## src/rtl/disp_reg_pkg.sv

```systemverilog
`timescale 1ns/1ps
// Package: shared constants and types for the display register unit.
// Assumes a 32-bit data bus; the reserved-one read patterns are fixed by
// the register layout and do not scale with parameters.
package disp_reg_pkg;
    localparam int DATA_W = 32;

    localparam logic [DATA_W-1:0] CTRL_RD_ONES  = 32'hFE00_0C34;
    localparam logic [DATA_W-1:0] CTRL_KEEP_MSK = 32'h01CF_F300;
    localparam logic [DATA_W-1:0] TIM0_RD_ONES  = 32'h0000_000F;
    localparam logic [DATA_W-1:0] TIM2_RD_ONES  = 32'hFC00_0000;
    localparam logic [DATA_W-1:0] SUBP_WR_MSK   = 32'hA1FF_FFFF;

    localparam int NUM_REGS = 6;

    typedef enum logic [2:0] {
        SEL_CTRL = 3'd0,
        SEL_TIM0 = 3'd1,
        SEL_TIM1 = 3'd2,
        SEL_TIM2 = 3'd3,
        SEL_STAT = 3'd4,
        SEL_SUBP = 3'd5,
        SEL_NONE = 3'd7
    } reg_sel_e;

    typedef struct packed {
        logic pl;   // palette loaded
        logic se;   // sync error
        logic fd;   // frame done
    } flags_t;
endpackage

```

## src/rtl/disp_addr_dec.sv

```systemverilog
`timescale 1ns/1ps
// disp_addr_dec: maps a byte address onto one of the register selects.
// Assumes word registers at consecutive word indices from zero; anything
// misaligned or past the last register selects SEL_NONE.
module disp_addr_dec
    import disp_reg_pkg::*;
#(
    parameter int ADDR_W = 8
) (
    input  logic [ADDR_W-1:0] addr,
    output reg_sel_e          sel
);
    localparam int IDX_W = ADDR_W - 2;

    logic [IDX_W-1:0] idx;
    assign idx = addr[ADDR_W-1:2];

    // Decode the word index into a register select.
    always_comb begin
        sel = SEL_NONE;
        if (addr[1:0] == 2'b00 && idx < IDX_W'(NUM_REGS)) begin
            sel = reg_sel_e'(idx[2:0]);
        end
    end
endmodule

```

## src/rtl/disp_status_flags.sv

```systemverilog
`timescale 1ns/1ps
// disp_status_flags: the three sticky status flags.
// Events set flags; an enable edge in the same cycle overrides only the
// flags it acts on. Assumes the edge strobes are single-cycle.
module disp_status_flags
    import disp_reg_pkg::*;
(
    input  logic       clk,
    input  logic       rst_n,
    input  logic       ev_fd,
    input  logic       ev_pl,
    input  logic       ev_se,
    input  logic       rise_c,
    input  logic       fall_c,
    input  logic [1:0] plm_new,
    output flags_t     flags
);
    flags_t flags_q, flags_d;

    // Merge events, then apply the edge actions on top.
    always_comb begin
        flags_d.fd = flags_q.fd | ev_fd;
        flags_d.pl = flags_q.pl | ev_pl;
        flags_d.se = flags_q.se | ev_se;
        if (rise_c) begin
            flags_d.fd = 1'b0;
            flags_d.pl = 1'b0;
        end
        if (fall_c) begin
            flags_d.se = 1'b0;
            if (plm_new != 2'd1) flags_d.fd = 1'b1;
        end
    end

    // Flag register with synchronous reset.
    always_ff @(posedge clk) begin
        if (!rst_n) flags_q <= '0;
        else        flags_q <= flags_d;
    end

    assign flags = flags_q;

    p_rise_clears_r9: assert property (@(posedge clk) disable iff (!rst_n)
        rise_c |=> (!flags.fd && !flags.pl));
    p_fall_fd_r8: assert property (@(posedge clk) disable iff (!rst_n)
        (fall_c && plm_new != 2'd1) |=> (flags.fd && !flags.se));
endmodule

```

## src/rtl/disp_irq_gen.sv

```systemverilog
`timescale 1ns/1ps
// disp_irq_gen: level interrupt from the status flags.
// Frame and palette sources are masked; sync error is never masked.
module disp_irq_gen
    import disp_reg_pkg::*;
(
    input  flags_t     flags,
    input  logic [1:0] mask,
    output logic       irq
);
    // Combine masked and unmasked sources.
    always_comb begin
        irq = flags.se | (flags.fd & mask[0]) | (flags.pl & mask[1]);
    end
endmodule

```

## src/rtl/disp_cfg_regs.sv

```systemverilog
`timescale 1ns/1ps
// disp_cfg_regs: register storage, read mux and enable-edge detection.
// Assumes one access per cycle and a decoded select from disp_addr_dec.
module disp_cfg_regs
    import disp_reg_pkg::*;
#(
    parameter int DIM_W = 10
) (
    input  logic              clk,
    input  logic              rst_n,
    input  reg_sel_e          sel,
    input  logic              wr,
    input  logic [DATA_W-1:0] wdata,
    input  flags_t            flags,
    output logic [DATA_W-1:0] rdata,
    output logic              en_o,
    output logic              mono_o,
    output logic              tft_o,
    output logic [1:0]        plm_o,
    output logic [1:0]        mask_o,
    output logic [DIM_W-1:0]  width_m1_o,
    output logic [DIM_W-1:0]  height_m1_o,
    output logic              rise_c,
    output logic              fall_c,
    output logic [1:0]        plm_wr,
    output logic              en_rise,
    output logic              en_fall
);
    localparam int OPQ_W = DATA_W - DIM_W;

    logic              en_q, mono_q, tft_q;
    logic [1:0]        plm_q, mask_q;
    logic [DATA_W-1:0] keep_q, tim2_q, subp_q;
    logic [OPQ_W-1:0]  t0_opq_q, t1_opq_q;
    logic [DIM_W-1:0]  wid_q, hgt_q;
    logic              rise_q, fall_q;
    logic              ctrl_wr;

    // Enable-edge strobes from a control write.
    always_comb begin
        ctrl_wr = wr && (sel == SEL_CTRL);
        rise_c  = ctrl_wr && !en_q && wdata[0];
        fall_c  = ctrl_wr && en_q && !wdata[0];
        plm_wr  = wdata[21:20];
    end

    // Register writes and the registered edge pulses.
    always_ff @(posedge clk) begin
        if (!rst_n) begin
            en_q <= 1'b0; mono_q <= 1'b0; tft_q <= 1'b0;
            plm_q <= '0; mask_q <= '0; keep_q <= '0;
            t0_opq_q <= '0; t1_opq_q <= '0; wid_q <= '0; hgt_q <= '0;
            tim2_q <= '0; subp_q <= '0;
            rise_q <= 1'b0; fall_q <= 1'b0;
        end else begin
            rise_q <= rise_c;
            fall_q <= fall_c;
            if (wr) begin
                case (sel)
                    SEL_CTRL: begin
                        en_q   <= wdata[0];
                        mono_q <= wdata[1];
                        mask_q <= wdata[4:3];
                        tft_q  <= wdata[7];
                        plm_q  <= wdata[21:20];
                        keep_q <= wdata & CTRL_KEEP_MSK;
                    end
                    SEL_TIM0: begin
                        t0_opq_q <= wdata[DATA_W-1:DIM_W];
                        wid_q    <= wdata[DIM_W-1:0];
                    end
                    SEL_TIM1: begin
                        t1_opq_q <= wdata[DATA_W-1:DIM_W];
                        hgt_q    <= wdata[DIM_W-1:0];
                    end
                    SEL_TIM2: tim2_q <= wdata;
                    SEL_SUBP: subp_q <= wdata & SUBP_WR_MSK;
                    default: ;
                endcase
            end
        end
    end

    // Read mux with reserved-one patterns.
    always_comb begin
        case (sel)
            SEL_CTRL: rdata = CTRL_RD_ONES | keep_q |
                              {8'd0, tft_q, 1'b0, plm_q, 12'd0, tft_q, 2'd0,
                               mask_q, 1'b0, mono_q, en_q};
            SEL_TIM0: rdata = {t0_opq_q, wid_q} | TIM0_RD_ONES;
            SEL_TIM1: rdata = {t1_opq_q, hgt_q};
            SEL_TIM2: rdata = tim2_q | TIM2_RD_ONES;
            SEL_STAT: rdata = {25'd0, flags.pl, 3'd0, flags.se, 1'b0, flags.fd};
            SEL_SUBP: rdata = subp_q;
            default:  rdata = '0;
        endcase
    end

    assign en_o = en_q;
    assign mono_o = mono_q;
    assign tft_o = tft_q;
    assign plm_o = plm_q;
    assign mask_o = mask_q;
    assign width_m1_o = wid_q;
    assign height_m1_o = hgt_q;
    assign en_rise = rise_q;
    assign en_fall = fall_q;

    p_edge_dir_r10: assert property (@(posedge clk) disable iff (!rst_n)
        en_rise |-> (en_o && !en_fall));
    p_fall_dir_r10: assert property (@(posedge clk) disable iff (!rst_n)
        en_fall |-> !en_o);
    p_no_edge_r10: assert property (@(posedge clk) disable iff (!rst_n)
        (wr && sel == SEL_CTRL && wdata[0] == en_o) |=> (!en_rise && !en_fall));
endmodule

```

## src/rtl/disp_reg_irq.sv

```systemverilog
`timescale 1ns/1ps
// disp_reg_irq: top of the display register and interrupt unit.
// Assumes single-cycle event pulses from the frame engine and at most one
// bus access per cycle; reads are combinational from the address.
module disp_reg_irq
    import disp_reg_pkg::*;
#(
    parameter int ADDR_W = 8,
    parameter int DIM_W  = 10
) (
    input  logic              clk,
    input  logic              rst_n,
    input  logic [ADDR_W-1:0] bus_addr,
    input  logic              bus_wr,
    input  logic              bus_rd,
    input  logic [31:0]       bus_wdata,
    output logic [31:0]       bus_rdata,
    output logic              bus_bad,
    input  logic              ev_frame_done,
    input  logic              ev_palette_loaded,
    input  logic              ev_sync_error,
    output logic              irq,
    output logic              en_rise,
    output logic              en_fall,
    output logic              cfg_enable,
    output logic              cfg_mono,
    output logic              cfg_tft,
    output logic [1:0]        cfg_plm,
    output logic [DIM_W-1:0]  cfg_width_m1,
    output logic [DIM_W-1:0]  cfg_height_m1
);
    reg_sel_e   sel;
    flags_t     flags;
    logic [1:0] mask, plm_wr;
    logic       rise_c, fall_c;

    disp_addr_dec #(.ADDR_W(ADDR_W)) u_dec (
        .addr (bus_addr),
        .sel  (sel)
    );

    disp_cfg_regs #(.DIM_W(DIM_W)) u_regs (
        .clk         (clk),
        .rst_n       (rst_n),
        .sel         (sel),
        .wr          (bus_wr),
        .wdata       (bus_wdata),
        .flags       (flags),
        .rdata       (bus_rdata),
        .en_o        (cfg_enable),
        .mono_o      (cfg_mono),
        .tft_o       (cfg_tft),
        .plm_o       (cfg_plm),
        .mask_o      (mask),
        .width_m1_o  (cfg_width_m1),
        .height_m1_o (cfg_height_m1),
        .rise_c      (rise_c),
        .fall_c      (fall_c),
        .plm_wr      (plm_wr),
        .en_rise     (en_rise),
        .en_fall     (en_fall)
    );

    disp_status_flags u_flags (
        .clk     (clk),
        .rst_n   (rst_n),
        .ev_fd   (ev_frame_done),
        .ev_pl   (ev_palette_loaded),
        .ev_se   (ev_sync_error),
        .rise_c  (rise_c),
        .fall_c  (fall_c),
        .plm_new (plm_wr),
        .flags   (flags)
    );

    disp_irq_gen u_irq (
        .flags (flags),
        .mask  (mask),
        .irq   (irq)
    );

    // Bad-access flag for strobed accesses outside the map.
    always_comb begin
        bus_bad = (bus_rd || bus_wr) && (sel == SEL_NONE);
    end

    p_sync_unmasked_r7: assert property (@(posedge clk) disable iff (!rst_n)
        flags.se |-> irq);
    p_bad_rd_zero_r2: assert property (@(posedge clk) disable iff (!rst_n)
        (bus_rd && bus_bad) |-> (bus_rdata == 32'd0));
    p_rise_pulse_r9: assert property (@(posedge clk) disable iff (!rst_n)
        en_rise |-> (!flags.fd && !flags.pl));
    p_fall_pulse_r8: assert property (@(posedge clk) disable iff (!rst_n)
        en_fall |-> !flags.se);
    p_fd_sticky_r11: assert property (@(posedge clk) disable iff (!rst_n)
        flags.fd |=> (flags.fd || en_rise));
    p_pl_sticky_r11: assert property (@(posedge clk) disable iff (!rst_n)
        flags.pl |=> (flags.pl || en_rise));
    p_se_sticky_r11: assert property (@(posedge clk) disable iff (!rst_n)
        flags.se |=> (flags.se || en_fall));
endmodule

```

## config.mk

```make
export PLATFORM = sky130hd
export DESIGN_NAME = disp_reg_irq
export DESIGN_NICKNAME = d
export VERILOG_FILES = /design/src/rtl/disp_reg_pkg.sv /design/src/rtl/disp_addr_dec.sv /design/src/rtl/disp_status_flags.sv /design/src/rtl/disp_irq_gen.sv /design/src/rtl/disp_cfg_regs.sv /design/src/rtl/disp_reg_irq.sv
export SDC_FILE = /design/constraint.sdc
export NUM_CORES = 1
export LEC_CHECK = 0
export ABC_CLOCK_PERIOD_IN_PS = 3810
export BUFFER_PORTS_ARGS = -buffer_cell sky130_fd_sc_hd__clkbuf_2
export CELL_PAD_IN_SITES_DETAIL_PLACEMENT = 2
export CELL_PAD_IN_SITES_GLOBAL_PLACEMENT = 2
export CORE_ASPECT_RATIO = 1.1
export CORE_MARGIN = 4
export CORE_UTILIZATION = 35
export DETAILED_ROUTE_END_ITERATION = 10
export PLACE_DENSITY_LB_ADDON = 0.1
export SLEW_MARGIN = 20
export SYNTH_ARGS = -nofsm -noshare
export SYNTH_HDL_FRONTEND = slang
export SYNTH_SLANG_ARGS = --single-unit
```

## constraint.sdc

```tcl
create_clock -name clk -period 3.81 [get_ports clk]
set_input_delay 0 -clock clk [delete_from_list [all_inputs] [get_ports clk]]
set_output_delay 0 -clock clk [all_outputs]
set_load 0.03 [all_outputs]
```

==> results.py <==
metrics = {
    "status": {
        "status": "complete, no violations",
    },
    "worst_setup_path": {
        "path_delay_family": "simple AND/OR/NAND/NOR gates",
        "crit_fanout": 16,
        "rr_startpoint": "u_regs.en_o",
        "slowest_delay_ns": 0.79,
        "crit_arrival_ns": 2.34,
        "cp.buffers_inverters": 2,
        "critPathMostFrequentCell": "clkbuf_2",
        "worstRegToRegCells": 3,
        "slowest_stage": "nor3_4",
        "r2r_setup_slack_ns": 2.39,
        "startpoint_type": "input port",
        "r2r-end": "u_flags.flags[1]",
        "cp.required_ns": 3.81,
        "crit_chain": "clkbuf_2, nor4_4, nand2b_1, nor3_4, a221o_1, clkbuf_2",
        "crit_path_end_kind": "output port",
        "critPathKind": "input port to output port",
    },
    "placement": {
        "dpl.hpwl_mm": 13.45,
        "placed_area_um2": 6521,
        "placed_cells": 958,
        "gp_congestion": 0.7460,
        "port_buffers": 107,
    },
    "layout": {
        "final_layout_size_suffix_gt1_frac": 0.2214,
        "post-route-util": 0.4618,
        "design_area_um2": 7560,
        "layout.cells.non_filler": 1026,
        "antennaDiodeCount": 0,
        "areaGrowthSynthToFinish_pct": 29.55,
        "finalNetCount": 856,
    },
    "pwr": {
        "switchingPower_mw": 0.8017,
        "p_comb_frac": 0.056,
        "p_leak_nw": 2.943,
        "ir_drop_mv": 0.2892,
        "seqPwrFrac": 0.413,
        "intPower_mw": 2.810,
        "clkPwrFrac": 0.531,
        "power.density_nw_per_um2": 477.7,
        "p_sw_frac": 0.2220,
    },
    "die": {
        "die_area_um2": 18810,
        "rows": 49,
        "initial_utilization": 0.3565,
        "ios": 108,
        "die_y_um": 143.4,
        "fp.coreArea_um2": 16370,
        "fp.dieW_um": 131.1,
    },
    "yosys": {
        "synth_most_common_cell": "o21ai_0",
        "yosysSeqAreaShare": 0.4871,
        "syn_avg_cell_area_um2": 8.409,
        "synth_flop_cell": "dfxtp_1",
        "yosys_warnings": 0,
        "yosysTopAreaCell": "dfxtp_1",
        "synth_commonest_cells": "147 x o21ai_0, 142 x dfxtp_1, 141 x nand3_1",
        "netlist_instances": 694,
        "ys_ff_latch": 142,
        "synth_top_area_frac": 0.4871,
        "synth_edf_count": 0,
        "synth.net_count": 741,
        "ys_top_cells_by_area": "dfxtp_1 49%, o21ai_0 13%, nand3_1 12%",
        "yosysUniqueCellTypes": 36,
        "syn_area_um2": 5836,
        "async_reset_ff_frac": 0,
    },
    "routing": {
        "wl_per_cell_um": 20.48,
        "postRouteAntennaNets": 0,
        "num_vias": 5746,
        "drtPass1Iterations": 5,
        "routed_via_density": 5.600,
        "routed_wl_mm": 21.02,
        "drt_iter0_drc": 347,
        "route.detailed.drc": 0,
    },
    "global_routing": {
        "grt_pass1_vias": 6401,
        "grt_start_max_net_pins": 62,
        "grt_pass1_wl_mm": 34.29,
        "grt_overflow_total": 0,
        "grt_util_all_layers": 0.2253,
        "antenna_found_initial": 0,
    },
    "timing": {
        "tightest_slew_ns": 0.9762,
        "post-route-period-util": 0.6138,
        "timing.setup.tns_ns": 0,
        "slew_violations": 0,
        "rsz0062_at_grt": "false",
        "slew_headroom": 0.3468,
        "fin_crit_ns": 2.339,
        "hold_slack_ns": 0.1252,
        "skew_ns": 0.001054,
        "hold_viol": 0,
        "max_freq_ghz": 0.4276,
        "setup_violations": 0,
    },
    "worst_hold_path": {
        "hold_end": "u_flags.flags[2]",
        "min_from": "bus_addr[0]",
        "hp-class": "input port to flop",
        "hold_depth": 4,
    },
    "clock_network": {
        "cts_root_buffer": "clkbuf_16",
        "insertion_delay_ns": 0.42,
        "cts_buffer_depth": 2,
        "post-cts-setup-buffers": 0,
        "cts_tree": "done",
        "ctsResizeCount": 0,
        "cts.reportedPaths.clkPinSlew_ns": 0.06,
        "cts.htree.levels": 4,
        "cts_sinks": 142,
        "cts_made_buffers": 17,
        "holdBufCountCts": 36,
    },
    "job": {
        "max_cap_violations": 0,
    },
}
## power by group through the flow
stage	clock network [mW]	logic, mW	registers (mW)
2_1_floorplan	0	0.0975	1.52
3_3_place_gp	0	0.166	1.52
3_5_place_dp	0	0.172	1.52
4_1_cts	1.94	0.203	1.49
5_1_grt	2.01	0.223	1.49
6_report	1.92	0.203	1.49
## worst max-delay path by stage
stage | startpoint | endpoint | slack [ns] | depth (start not counted)
after floorplan | u_regs.tft_o | bus_rdata[23] | 2.10 | 4
after global placement | bus_addr[2] | u_regs.t0_opq_q[13] | 1.51 | 6
after detailed placement | bus_addr[2] | u_regs.t0_opq_q[9] | 1.36 | 6
after CTS | bus_addr[6] | bus_rdata[15] | 1.44 | 6
after global routing | bus_addr[6] | bus_rdata[15] | 1.30 | 6
final | bus_addr[6] | bus_rdata[15] | 1.47 | 6
## layout by cell type, fill, tap and decap left out, types with 18 or more instances in the layout
master	synthesis	routed
clkbuf_2	0	106
mux2_2	18	18
dfxtp_1	142	142
nand3_1	141	140
nand2_1	44	44
dlygate4sd3_1	0	36
o21ai_0	147	147
nor2_1	40	40
## worst min-delay path: stages
cell	delay [ns]
clkbuf_2	0.12
nor4_1	0.05
and3_1	0.19
a21oi_1	0.14
## logic make-up (layout without fill, tap and decap cells)
family	count (synthesis)	in the layout	synth area share
buf+inv	66	194	0.04460
flops	142	142	0.4871
compound gates	206	206	0.2033
mux	28	28	0.05403
simple gates	252	252	0.2110
## registers in the layout (all words and copies together), names as in the netlist, 2 cells and up
register and count:
u_regs.width_m1_o 10, u_regs.t0_opq_q 22, u_flags.flags 3, u_regs.subp_q 27
u_regs.plm_o 2, u_regs.keep_q 13, u_regs.mask_o 2, u_regs.t1_opq_q 22
u_regs.height_m1_o 10, u_regs.tim2_q 26
## metal layers
| metal | share of wire | up-vias | track usage | wire [um] |
|---|---|---|---|---|
| li1 | - | 2736 | - | - |
| met5 | 0 | - | 0 | 0 |
| met1 | 0.44 | 2899 | 0.2683 | 9303 |
| met2 | 0.52 | 93 | 0.4162 | 10830 |
| met3 | 0.030 | 18 | 0.04377 | 637 |
| met4 | 0.012 | 0 | 0.06523 | 247 |
## metrics by stage
stage          setup slack [ns]  power [mW]
2_1_floorplan             2.100       1.622
3_3_place_gp              1.506       1.690
3_5_place_dp              1.361       1.696
4_1_cts                   1.443       3.637
5_1_grt                   1.301       3.724
6_report                  1.471       3.612
## final cells by class
type | count | area [um^2]
clock inverter | 14 | 239.0
clock buffer | 18 | 439.2
tap | 204 | 255.2
multi-input combinational | 486 | 2738
sequential | 142 | 2843
inverter | 2 | 7.507
timing repair buffer | 160 | 1039
fill | 1777 | 8810
Power figures use the tool's default switching activity.
